## src/rtl/spi_slv_pkg.sv

```systemverilog
package spi_slv_pkg;

    // Raw or synchronized serial pins
    typedef struct packed {
        logic sck;
        logic mosi;
        logic ssel_n;
    } pins_t;

    // Per-cycle serial events seen in the system clock domain
    typedef struct packed {
        logic sel;       // select active now
        logic sel_rise;  // select became active this cycle
        logic lead;      // clock left its idle level
        logic trail;     // clock returned to its idle level
        logic mosi;      // synchronized data-in
    } ev_t;

endpackage

```

## src/rtl/spi_slv_sync.sv

```systemverilog
module spi_slv_sync #(
    parameter int               WIDTH   = 3,
    parameter logic [WIDTH-1:0] RST_VAL = '0
) (
    input  logic             clk_i,
    input  logic             rst_ni,
    input  logic [WIDTH-1:0] async_i,
    output logic [WIDTH-1:0] sync_o
);

    typedef struct packed {
        logic [WIDTH-1:0] s1;
        logic [WIDTH-1:0] s2;
    } st_t;

    st_t st_d, st_q;

    always_comb begin
        st_d    = st_q;
        st_d.s1 = async_i;
        st_d.s2 = st_q.s1;
    end

    always_ff @(posedge clk_i or negedge rst_ni) begin
        if (!rst_ni) begin
            st_q <= '{s1: RST_VAL, s2: RST_VAL};
        end else begin
            st_q <= st_d;
        end
    end

    assign sync_o = st_q.s2;

endmodule

```

## src/rtl/spi_slv_edge.sv

```systemverilog
module spi_slv_edge
    import spi_slv_pkg::*;
#(
    parameter bit CPOL = 1'b0
) (
    input  logic  clk_i,
    input  logic  rst_ni,
    input  pins_t pins_i,
    output ev_t   ev_o,
    output logic  sel_q_o
);

    typedef struct packed {
        logic sck_prev;
        logic sel_prev;
    } st_t;

    st_t  st_d, st_q;
    logic sel_now;
    logic toggled;

    always_comb begin
        sel_now  = ~pins_i.ssel_n;
        toggled  = pins_i.sck ^ st_q.sck_prev;

        ev_o.sel      = sel_now;
        ev_o.sel_rise = sel_now & ~st_q.sel_prev;
        ev_o.lead     = sel_now & toggled & (pins_i.sck != CPOL);
        ev_o.trail    = sel_now & toggled & (pins_i.sck == CPOL);
        ev_o.mosi     = pins_i.mosi;

        st_d          = st_q;
        st_d.sck_prev = pins_i.sck;
        st_d.sel_prev = sel_now;
    end

    always_ff @(posedge clk_i or negedge rst_ni) begin
        if (!rst_ni) begin
            st_q <= '{sck_prev: CPOL, sel_prev: 1'b0};
        end else begin
            st_q <= st_d;
        end
    end

    assign sel_q_o = st_q.sel_prev;

endmodule

```

## src/rtl/spi_slv_xfer.sv

```systemverilog
module spi_slv_xfer
    import spi_slv_pkg::*;
#(
    parameter int N         = 8,
    parameter int CNT_W     = 8,
    parameter bit CPHA      = 1'b0,
    parameter bit LSB_FIRST = 1'b0
) (
    input  logic             clk_i,
    input  logic             rst_ni,
    input  ev_t              ev_i,
    input  logic [N-1:0]     tx_data_i,
    input  logic             tx_load_i,
    output logic             out_bit_o,
    output logic [N-1:0]     rx_data_o,
    output logic             done_o,
    output logic [CNT_W-1:0] rx_count_o
);

    localparam int          CW   = (N > 2) ? $clog2(N) : 1;
    localparam logic [CW-1:0] LAST = CW'(N - 1);

    typedef struct packed {
        logic [N-1:0]     tx_sh;
        logic [N-1:0]     rx_sh;
        logic [N-1:0]     hold;
        logic             hold_v;
        logic [CW-1:0]    cnt;
        logic [N-1:0]     rx_word;
        logic             done;
        logic [CNT_W-1:0] frames;
    } st_t;

    st_t          st_d, st_q;
    logic [N-1:0] tx_adv;
    logic [N-1:0] rx_adv;
    logic [N-1:0] next_word;
    logic         take;

    // Bit order picks the shift direction and the output tap
    if (LSB_FIRST) begin : g_lsb
        assign tx_adv    = {1'b0, st_q.tx_sh[N-1:1]};
        assign rx_adv    = {ev_i.mosi, st_q.rx_sh[N-1:1]};
        assign out_bit_o = st_q.tx_sh[0];
    end else begin : g_msb
        assign tx_adv    = {st_q.tx_sh[N-2:0], 1'b0};
        assign rx_adv    = {st_q.rx_sh[N-2:0], ev_i.mosi};
        assign out_bit_o = st_q.tx_sh[N-1];
    end

    always_comb begin
        st_d      = st_q;
        st_d.done = 1'b0;
        take      = 1'b0;
        next_word = st_q.hold_v ? st_q.hold : '0;

        if (!ev_i.sel) begin
            // idle or aborted frame
            st_d.cnt   = '0;
            st_d.tx_sh = '0;
            st_d.rx_sh = '0;
        end else if (ev_i.sel_rise) begin
            st_d.cnt   = '0;
            st_d.rx_sh = '0;
            if (!CPHA) begin
                st_d.tx_sh = next_word;
                take       = 1'b1;
            end else begin
                st_d.tx_sh = '0;
            end
        end else begin
            if (ev_i.lead) begin
                if (CPHA) begin
                    if (st_q.cnt == '0) begin
                        st_d.tx_sh = next_word;
                        take       = 1'b1;
                    end else begin
                        st_d.tx_sh = tx_adv;
                    end
                end else begin
                    st_d.rx_sh = rx_adv;
                end
            end
            if (ev_i.trail) begin
                if (CPHA) begin
                    st_d.rx_sh = rx_adv;
                end else begin
                    st_d.tx_sh = tx_adv;
                end
                if (st_q.cnt == LAST) begin
                    st_d.cnt     = '0;
                    st_d.done    = 1'b1;
                    st_d.frames  = st_q.frames + 1'b1;
                    st_d.rx_word = CPHA ? rx_adv : st_q.rx_sh;
                    if (!CPHA) begin
                        st_d.tx_sh = next_word;
                        take       = 1'b1;
                    end else begin
                        st_d.tx_sh = '0;
                    end
                end else begin
                    st_d.cnt = st_q.cnt + 1'b1;
                end
            end
        end

        if (take) begin
            st_d.hold_v = 1'b0;
        end
        if (tx_load_i) begin
            st_d.hold   = tx_data_i;
            st_d.hold_v = 1'b1;
        end
    end

    always_ff @(posedge clk_i or negedge rst_ni) begin
        if (!rst_ni) begin
            st_q <= '0;
        end else begin
            st_q <= st_d;
        end
    end

    assign rx_data_o  = st_q.rx_word;
    assign done_o     = st_q.done;
    assign rx_count_o = st_q.frames;

endmodule

```

## src/rtl/spi_slv_core.sv

```systemverilog
module spi_slv_core
    import spi_slv_pkg::*;
#(
    parameter int FRAME_BITS = 8,
    parameter int CNT_W      = 8,
    parameter bit CLK_IDLE   = 1'b0,
    parameter bit CLK_PHASE  = 1'b0,
    parameter bit LSB_FIRST  = 1'b0
) (
    input  logic                  clk_i,
    input  logic                  rst_ni,
    input  logic                  sclk_i,
    input  logic                  mosi_i,
    input  logic                  ssel_ni,
    input  logic [FRAME_BITS-1:0] tx_data_i,
    input  logic                  tx_load_i,
    output logic                  miso_o,
    output logic                  miso_oe_o,
    output logic [FRAME_BITS-1:0] rx_data_o,
    output logic                  done_o,
    output logic [CNT_W-1:0]      rx_count_o
);

    localparam pins_t PIN_RST = '{sck: CLK_IDLE, mosi: 1'b0, ssel_n: 1'b1};

    pins_t raw_pins;
    pins_t syn_pins;
    ev_t   ev;
    logic  sel_q;
    logic  out_bit;

    assign raw_pins = '{sck: sclk_i, mosi: mosi_i, ssel_n: ssel_ni};

    spi_slv_sync #(
        .WIDTH   ($bits(pins_t)),
        .RST_VAL (PIN_RST)
    ) u_sync (
        .clk_i   (clk_i),
        .rst_ni  (rst_ni),
        .async_i (raw_pins),
        .sync_o  (syn_pins)
    );

    spi_slv_edge #(
        .CPOL (CLK_IDLE)
    ) u_edge (
        .clk_i   (clk_i),
        .rst_ni  (rst_ni),
        .pins_i  (syn_pins),
        .ev_o    (ev),
        .sel_q_o (sel_q)
    );

    spi_slv_xfer #(
        .N         (FRAME_BITS),
        .CNT_W     (CNT_W),
        .CPHA      (CLK_PHASE),
        .LSB_FIRST (LSB_FIRST)
    ) u_xfer (
        .clk_i      (clk_i),
        .rst_ni     (rst_ni),
        .ev_i       (ev),
        .tx_data_i  (tx_data_i),
        .tx_load_i  (tx_load_i),
        .out_bit_o  (out_bit),
        .rx_data_o  (rx_data_o),
        .done_o     (done_o),
        .rx_count_o (rx_count_o)
    );

    assign miso_oe_o = sel_q;
    assign miso_o    = sel_q & out_bit;

endmodule

```

## config.mk

```make
export PLATFORM = sky130hd
export DESIGN_NAME = spi_slv_core
export DESIGN_NICKNAME = d
export VERILOG_FILES = /design/src/rtl/spi_slv_pkg.sv /design/src/rtl/spi_slv_sync.sv /design/src/rtl/spi_slv_edge.sv /design/src/rtl/spi_slv_xfer.sv /design/src/rtl/spi_slv_core.sv
export SDC_FILE = /design/constraint.sdc
export NUM_CORES = 1
export LEC_CHECK = 0
export ABC_AREA = 1
export CAP_MARGIN = 20
export CORE_UTILIZATION = 48
export CTS_CLUSTER_SIZE = 12
export DETAILED_ROUTE_END_ITERATION = 10
export PLACE_DENSITY = 0.73
export REMOVE_ABC_BUFFERS = 1
export SYNTH_ARGS = -nofsm -noshare
export SYNTH_HDL_FRONTEND = slang
export SYNTH_HIERARCHICAL = 1
export SYNTH_SLANG_ARGS = --single-unit
```

## constraint.sdc

```tcl
create_clock -name clk_i -period 1.68 [get_ports clk_i]
set_clock_uncertainty 0.1 [all_clocks]
set_input_delay 0.168 -clock clk_i [delete_from_list [all_inputs] [get_ports clk_i]]
set_output_delay 0.168 -clock clk_i [all_outputs]
set_load 0.1 [all_outputs]
```

==> results of run 1 <==
## flip-flops by register name, indices dropped and copies added (netlist names)
register and flops:
u_edge/sel_q_o 1, u_xfer/rx_adv 7, u_edge/st_q 1, u_xfer/out_bit_o 1, u_xfer/rx_count_o 8, u_xfer/rx_data_o 8
u_sync/sync_o 3, u_xfer/st_q 20, u_xfer/done_o 1, u_sync/st_d 3
## synthesized netlist by cell type, drive strengths merged
library cell	number	area [µm²]
nand2	56	215
o21ai	37	208
o21bai	1	7.51
o211ai	1	7.51
ha	3	37.5
nand3	13	65.1
nor3	2	10.0
nor2	11	60.1
xor2	1	8.76
dfrtp	51	1280
dfstp	2	52.6
nand4	2	12.5
clkbuf	2	7.51
buf	19	146
mux2	1	11.3
xnor2	2	17.5
inv	38	145
a21oi	11	55.1
## power by group
part / switching [W] / internal, W / total (W)
sequential: 0.0000267 / 0.00133 / 0.00136
combinational: 0.000130 / 0.0000849 / 0.000215
clock: 0.000394 / 0.000296 / 0.000690
## final cells by class
| class | instances | area [µm²] |
|---|---|---|
| inverters | 38 | 145 |
| clock buffers | 7 | 76.3 |
| repair buffers | 40 | 581 |
| flip-flops and latches | 53 | 1330 |
| well taps | 67 | 83.8 |
| fillers | 377 | 1780 |
| clock inverters | 1 | 7.51 |
| multi-input cells | 141 | 726 |
## worst max-delay path: cells and delay by family (launching register included)
family	cells	cell delay [ps]
adders and majority gates	2	410
buffers and inverters	1	160
DFF	1	400
and+or+nand+nor	4	390
## cell families (layout without fill, tap and decap cells)
group / count (synthesis) / after routing / synth area share (%)
and+or+nand+nor: 84 / 84 / 15.5
buffers and inverters: 59 / 86 / 12.8
DFF: 53 / 53 / 56.7
AOI/OAI and AO/OA: 50 / 50 / 11.9
adders and majority gates: 3 / 3 / 1.60
xor gates and xnor gates: 3 / 3 / 1.12
muxes: 1 / 1 / 0.480
## through the flow
| step | utilization, % | instances | TNS, ps | power [W] |
|---|---|---|---|---|
| after detailed placement | 60.2 | 338 | 0 | 0.00160 |
| final | 62.4 | 347 | 0 | 0.00226 |
| after floorplan | - | 232 | -8160 | 0.00148 |
| after global routing | 62.4 | 347 | -21.3 | 0.00237 |
| after CTS | 62.2 | 347 | 0 | 0.00229 |
| after global placement | 60.2 | 338 | 0 | 0.00159 |
## metal layers
layer | vias up | global-route usage, % | part of all wire, %
li1 | 830 | - | -
met1 | 764 | 24.2 | 48
met2 | 33 | 26.2 | 47
met3 | 7 | 4.36 | 3.2
met4 | 0 | 7.41 | 1.8
met5 | - | 0 | 0
## worst paths after layout
path                                               endpoint  slack, ps  cells after the start
min reg2reg                      u_sync/sync_o[2]$_DFF_PN0_        250                      0
max reg2reg                u_xfer/rx_count_o[4]$_DFFE_PN0P_        110                      7
min                                u_sync/st_d[0]$_DFF_PN1_        160                      1
min in group asynchronous       u_xfer/st_q[25]$_DFFE_PN0P_        220                      2
max                        u_xfer/rx_count_o[4]$_DFFE_PN0P_        110                      7
max in group asynchronous        u_sync/sync_o[0]$_DFF_PN1_        650                      3
## placed cells by master, fill, tap and decap left out, types with 3 or more instances in the layout
cell,synthesis,layout
nor2_1,9,7
clkbuf_8,0,5
inv_1,37,35
buf_4,18,6
dfrtp_1,51,51
buf_12,0,20
nor2_2,1,3
o21ai_0,30,30
ha_1,3,3
nand3_1,13,13
clkdlybuf4s50_1,0,12
a21oi_1,11,11
nand2_1,54,54
o21ai_2,6,6
## repair_timing
item                       CTS  global route
gates resized for setup      0             5
hold endpoints to repair    16             0
buffers inserted             0             0
hold buffers                 1             0
setup endpoints to repair    0            11
==> impl_metrics.json, run 1 <==
{
  "status": "complete, no violations",
  "h-tree-depth": 2,
  "drv_cap": 0,
  "row_count": 25,
  "die_w_um": 71.9,
  "diodes": 0,
  "timing.rr.start": "u_xfer/st_q[17]$_DFFE_PN0P_",
  "routed_via_density": 4.71,
  "syn_area_mm2": 0.00234,
  "routedWlPerCell_um": 11.2,
  "critPathLaunchType": "flip-flop",
  "place_ws_ps": 87.4,
  "ys_seq_area_share_pct": 56.7,
  "path_cells": "ha_1, ha_1, nand2_1, nor2_8, buf_4, nand4_1, nand2_1",
  "power_density_mw_per_mm2": 768,
  "max_freq_mhz": 637,
  "dr_total_vias": 1634,
  "placed_area_mm2": 0.00284,
  "areaGrowthSynthToFinish_pct": 25.8,
  "io_pins": 33,
  "gr-usage-all-layers_pct": 17.4,
  "cts_tree": "done",
  "rsz0062_at_grt": "true",
  "cp-end-kind": "flip-flop",
  "cts_buffers": 5,
  "final_hold_viol_count": 0,
  "worst_slack_ps": 111,
  "slew_headroom_pct": 72.3,
  "drive_gt1_share_pct": 18.6,
  "max_stage_delay_ps": 400,
  "fin_nets": 296,
  "power.leakage_nw": 1.42,
  "min_from": "ssel_ni",
  "worstMarginPinSlew_ps": 416,
  "gp_congestion": 0.766,
  "core_area_mm2": 0.00472,
  "cp.required_ps": 1770,
  "ys_seq_elements": 53,
  "setup_viol": 0,
  "grt_max_degree": 24,
  "synth_cells": 253,
  "antenna_found_initial": 0,
  "drt_iter0_drc": 117,
  "clk_pin_slew_ps": 90,
  "dp.final_hpwl_um": 2880,
  "critPathMaxFanout": 7,
  "grt_pass1_vias": 1544,
  "cts.sinks": 53,
  "yosys_warnings": 6,
  "final_area_mm2": 0.00295,
  "clockBufferDepth": 2,
  "grt_pass1_wl_um": 6840,
  "critPathSlowestCell": "dfrtp_1",
  "ir_worst_vdd_uv": 523,
  "dr.pass1.iters": 4,
  "numPortBuffers": 32,
  "criticalPathCategory": "reg2reg",
  "min_period_over_period_pct": 93.4,
  "die_area_mm2": 0.00517,
  "fin_hold_ws_ps": 164,
  "die_h_um": 71.9,
  "clk_latency_ps": 300,
  "min_path_type": "in2reg",
  "critPathLaunch": "u_xfer/st_q[17]$_DFFE_PN0P_",
  "grt_overflow": 0,
  "ant_nets": 0,
  "drv_slew": 0,
  "yosysUniqueCellTypes": 25,
  "avgSynthCellArea_um2": 9.26,
  "drc": 0,
  "drt-total-wl_um": 3900,
  "start_util_pct": 49.6,
  "fin_crit_ps": 1570,
  "cts_root_buf": "clkbuf_8",
  "critical_path_arrival_ps": 1660
}
(Power assumes the default switching activity.)
==> run 2: changes to the inputs <==
Settings changed: CAP_MARGIN 20 to default, TNS_END_PERCENT from default to 5.
==> run 2 against run 1 <==
Effect of this change:
- combinational power is essentially flat
- largest cell class unchanged
- worst hold slack is essentially flat
- sequential power is essentially flat
- clock-buffer cell count is the same
- fmax grew 0.79%
- global-route usage is the same
==> impl_metrics.json, run 2 (synthesis gave the netlist of run 1 again) <==
{
  "critPathLaunchType": "flip-flop",
  "ir_worst_vdd_uv": 522,
  "largest_register": "u_xfer/st_q",
  "drv_slew": 0,
  "gp_congestion": 0.766,
  "min_path_type": "in2reg",
  "max_stage_delay_ps": 400,
  "fin_nets": 296,
  "dr.pass1.iters": 4,
  "cts_buffers": 5,
  "grt_pass1_wl_um": 6840,
  "status": "complete, no violations",
  "die_h_um": 71.9,
  "power_density_mw_per_mm2": 769,
  "areaGrowthSynthToFinish_pct": 25.7,
  "cts_root_buf": "clkbuf_8",
  "max_freq_mhz": 643,
  "critical_path_arrival_ps": 1650,
  "grt_overflow": 0,
  "criticalPathCategory": "reg2reg",
  "dr.max_layer_used": "met4",
  "wl_met2_um": 1810,
  "cts.sinks": 53,
  "grt_max_degree": 24,
  "reg2reg_to": "u_xfer/rx_count_o[4]$_DFFE_PN0P_",
  "final_common_cell": "nand2_1",
  "routed-wl-met3_um": 138,
  "cp-end-kind": "flip-flop",
  "placedCellCount": 338,
  "grt_pass1_vias": 1544,
  "fin_crit_ps": 1560,
  "critPathMaxFanout": 7,
  "routed_via_density": 4.70,
  "start_util_pct": 49.6,
  "routedWlPerCell_um": 11.2,
  "wl_met1_um": 1880,
  "fin_cells": 347,
  "core_area_mm2": 0.00472,
  "final_hold_viol_count": 0,
  "path_delay_family": "flip-flops",
  "dr_total_vias": 1632,
  "power.leakage_nw": 1.43,
  "worstMarginPinSlew_ps": 417,
  "clockBufferDepth": 2,
  "min_from": "ssel_ni",
  "postCtsSetupBuffers": 0,
  "path_cells": "ha_1, ha_1, nand2_1, nor2_8, buf_4, nand4_1, nand2_1",
  "drt_iter0_drc": 117,
  "worst-path-buf-inv": 1,
  "min_path_cells": 1,
  "reg2regPathDepth": 7,
  "drc": 0,
  "antenna_found_initial": 0,
  "die_w_um": 71.9,
  "h-tree-depth": 2,
  "clk_latency_ps": 300,
  "holdPathEnd": "u_sync/st_d[0]$_DFF_PN1_",
  "critPathSlowestCell": "dfrtp_1",
  "io_pins": 33,
  "largest_reg_flops": 20,
  "ant_nets": 0,
  "drt-total-wl_um": 3890,
  "timing.rr.start": "u_xfer/st_q[17]$_DFFE_PN0P_",
  "slew_headroom_pct": 72.2,
  "rsz0062_at_grt": "true",
  "drive_gt1_share_pct": 17.9,
  "diodes": 0,
  "cp.required_ps": 1780,
  "mostFrequentLayoutCells": "54 x nand2_1, 51 x dfrtp_1, 36 x inv_1",
  "drv_cap": 0,
  "cts_tree": "done",
  "dp.final_hpwl_um": 2880,
  "min_period_over_period_pct": 92.6,
  "setup_viol": 0,
  "gr-usage-all-layers_pct": 17.4,
  "die_area_mm2": 0.00517,
  "numPortBuffers": 32,
  "clk_pin_slew_ps": 90,
  "row_count": 25,
  "r2r_slack_ps": 120,
  "fin_util_pct": 62.4
}
run 2: stage by stage:
stage	setup TNS, ps	area, µm²	power [W]	setup WS (ps)	hold slack (ps)
final	0	2950	0.00226	124	163
after global routing	-31.9	2950	0.00237	-18.4	165
after CTS	0	2940	0.00229	74.3	154
after floorplan	-8160	2190	0.00148	-331	-228
after detailed placement	0	2840	0.00160	87.4	24.9
after global placement	0	2840	0.00159	133	21.3
run 2: worst register-to-register path: cells and delay by family (launching register included):
family	cells	cell delay [ps]
buffers and inverters	1	160
and+or+nand+nor	4	400
adders and majority gates	2	400
DFF	1	400
run 2: how the worst max path moves through the flow:
stage	slack, ps	start	cells past startpoint	to
floorplan	-330	u_edge/sel_q_o$_DFF_PN0_	5	u_xfer/out_bit_o$_DFFE_PN0P_
global placement	130	u_sync/sync_o[0]$_DFF_PN1_	6	u_xfer/rx_count_o[4]$_DFFE_PN0P_
detailed placement	90	u_sync/sync_o[2]$_DFF_PN0_	6	u_xfer/rx_count_o[4]$_DFFE_PN0P_
finish	120	u_xfer/st_q[17]$_DFFE_PN0P_	7	u_xfer/rx_count_o[4]$_DFFE_PN0P_
global route	-20	u_xfer/st_q[17]$_DFFE_PN0P_	7	u_xfer/st_q[39]$_DFFE_PN0P_
CTS	70	u_sync/sync_o[2]$_DFF_PN0_	6	u_xfer/rx_count_o[4]$_DFFE_PN0P_
run 2: final cells by class:
type | instances | area (µm²)
flip-flops and latches | 53 | 1330
fillers | 378 | 1780
clock inverters | 1 | 7.51
multi-input cells | 141 | 723
well taps | 67 | 83.8
clock buffers | 7 | 76.3
inverters | 38 | 145
repair buffers | 40 | 581
run 2: what timing repair did:
item,4_1_cts,5_1_grt
hold endpoints to repair,16,0
gates resized for setup,0,3
hold buffers,1,0
endpoints found under the setup margin,0,11
run 2: metal layers:
layer / vias to the layer above / global-route usage, %
li1: 831 / -
met1: 757 / 24.2
met2: 37 / 26.2
met3: 7 / 4.36
met4: 0 / 7.41
met5: - / 0
run 2: report_power, final:
group / total, W / internal (W) / switching, W / leakage, nW
logic: 0.000214 / 0.0000847 / 0.000129 / 0.692
clock network: 0.000690 / 0.000295 / 0.000395 / 0.0385
registers: 0.00136 / 0.00133 / 0.0000267 / 0.696
total: 0.00226 / 0.00171 / 0.000551 / 1.43
==> run 3: changes to the inputs <==
Settings changed: SKIP_CTS_REPAIR_TIMING from default to 1.
==> run 3 against run 2 <==
Effect of this change:
- first-iteration DRC count is the same
- clock-buffer cell count is the same
- critical endpoint unchanged
- worst hold slack is the same
- cell count is the same
- die area is the same
- clock power is essentially flat
- largest cell class unchanged
- setup slack is the same
- power is the same
==> impl_metrics.json, run 3 (synthesis gave the netlist of run 1 again) <==
{
  "drv_cap": 0,
  "row_count": 25,
  "dr.pass1.iters": 4,
  "gr-usage-all-layers_pct": 17.4,
  "max_freq_mhz": 643,
  "setup_viol": 0,
  "dr.max_layer_used": "met4",
  "die_h_um": 71.9,
  "max_stage_delay_ps": 400,
  "h-tree-depth": 2,
  "min_path_cells": 1,
  "areaGrowthSynthToFinish_pct": 25.7,
  "drc": 0,
  "clockBufferDepth": 2,
  "reg2regPathDepth": 7,
  "io_pins": 33,
  "drt-total-wl_um": 3890,
  "criticalPathCategory": "reg2reg",
  "drt_iter0_drc": 117,
  "antenna_found_initial": 0,
  "critPathLaunchType": "flip-flop",
  "gp_congestion": 0.766,
  "drv_slew": 0,
  "ir_worst_vdd_uv": 522,
  "fin_cells": 347,
  "core_area_mm2": 0.00472,
  "reg2reg_to": "u_xfer/rx_count_o[4]$_DFFE_PN0P_",
  "ant_nets": 0,
  "min_from": "ssel_ni",
  "dr_total_vias": 1632,
  "routedWlPerCell_um": 11.2,
  "routed-wl-met3_um": 138,
  "fin_crit_ps": 1560,
  "start_util_pct": 49.6,
  "slew_headroom_pct": 72.2,
  "grt_pass1_wl_um": 6820,
  "wl_met1_um": 1880,
  "power_density_mw_per_mm2": 769,
  "cp.required_ps": 1780,
  "numPortBuffers": 32,
  "mostFrequentLayoutCells": "54 x nand2_1, 51 x dfrtp_1, 36 x inv_1",
  "cts.sinks": 53,
  "critical_path_arrival_ps": 1650,
  "critPathMaxFanout": 7,
  "total_power_w": 0.00226,
  "largest_register": "u_xfer/st_q",
  "cts_buffers": 5,
  "r2r_slack_ps": 120,
  "min_path_type": "in2reg",
  "num-fill-cells": 378,
  "drive_gt1_share_pct": 17.9,
  "largest_reg_flops": 20,
  "status": "complete, no violations",
  "grt_pass1_vias": 1541,
  "final_hold_viol_count": 0,
  "die_w_um": 71.9,
  "cts_root_buf": "clkbuf_8",
  "cp-end-kind": "flip-flop",
  "rsz0062_at_grt": "true",
  "routed_via_density": 4.70,
  "critPathSlowestCell": "dfrtp_1",
  "wl_met2_um": 1810,
  "worst_slack_ps": 124,
  "diodes": 0,
  "grt_overflow": 0,
  "path_cells": "ha_1, ha_1, nand2_1, nor2_8, buf_4, nand4_1, nand2_1",
  "worstMarginPinSlew_ps": 417,
  "holdPathEnd": "u_sync/st_d[0]$_DFF_PN1_",
  "cts_tree": "done",
  "power.leakage_nw": 1.43,
  "clk_pin_slew_ps": 90,
  "fin_nets": 296,
  "min_period_over_period_pct": 92.6,
  "die_area_mm2": 0.00517,
  "place_ws_ps": 87.4,
  "dp.final_hpwl_um": 2880,
  "final_common_cell": "nand2_1",
  "clk_latency_ps": 300,
  "placedCellCount": 338,
  "grt_max_degree": 24,
  "timing.rr.start": "u_xfer/st_q[17]$_DFFE_PN0P_"
}
==> run 3: cell type report <==
type | count | area [µm²] | share of cell area [%]
sequential | 53 | 1330 | 45.1
timing repair buffer | 40 | 581 | 19.7
multi-input combinational | 141 | 723 | 24.6
clock buffer | 7 | 76.3 | 2.59
tap | 67 | 83.8 | 2.85
clock inverter | 1 | 7.51 | 0.255
inverter | 38 | 145 | 4.93
==> run 3: worst max path at each step <==
stage / start / endpoint / slack, ps
after floorplan: u_edge/sel_q_o$_DFF_PN0_ / u_xfer/out_bit_o$_DFFE_PN0P_ / -330
after global placement: u_sync/sync_o[0]$_DFF_PN1_ / u_xfer/rx_count_o[4]$_DFFE_PN0P_ / 130
after detailed placement: u_sync/sync_o[2]$_DFF_PN0_ / u_xfer/rx_count_o[4]$_DFFE_PN0P_ / 90
after CTS: u_sync/sync_o[2]$_DFF_PN0_ / u_xfer/rx_count_o[4]$_DFFE_PN0P_ / 70
after global routing: u_xfer/st_q[17]$_DFFE_PN0P_ / u_xfer/st_q[39]$_DFFE_PN0P_ / -20
final: u_xfer/st_q[17]$_DFFE_PN0P_ / u_xfer/rx_count_o[4]$_DFFE_PN0P_ / 120
==> run 3: report_power, final <==
group,internal [W],total [W],switching (W),leakage [nW]
registers,0.00133,0.00136,0.0000267,0.696
clock network,0.000295,0.000690,0.000395,0.0385
logic,0.0000847,0.000214,0.000129,0.692
==> run 3: critical path, delay by kind of cell, from the launching register on <==
kind | cells | cell delay, ps
fa+ha+maj | 2 | 400
buf+inv | 1 | 160
flops | 1 | 400
simple gates | 4 | 400
==> run 3: through the flow <==
step	hold WS, ps	util [%]	cell area [µm²]	TNS (ps)
global route	165	62.4	2950	-31.9
global placement	21.3	60.2	2840	0
CTS	-311	62.0	2930	0
finish	163	62.4	2950	0
floorplan	-228	-	2190	-8160
detailed placement	24.9	60.2	2840	0
==> run 3: per-layer routing <==
| metal | up-vias | global-route usage (%) |
|---|---|---|
| met5 | - | 0 |
| met4 | 0 | 7.41 |
| met3 | 7 | 4.36 |
| met2 | 37 | 26.2 |
| met1 | 757 | 24.1 |
| li1 | 831 | - |
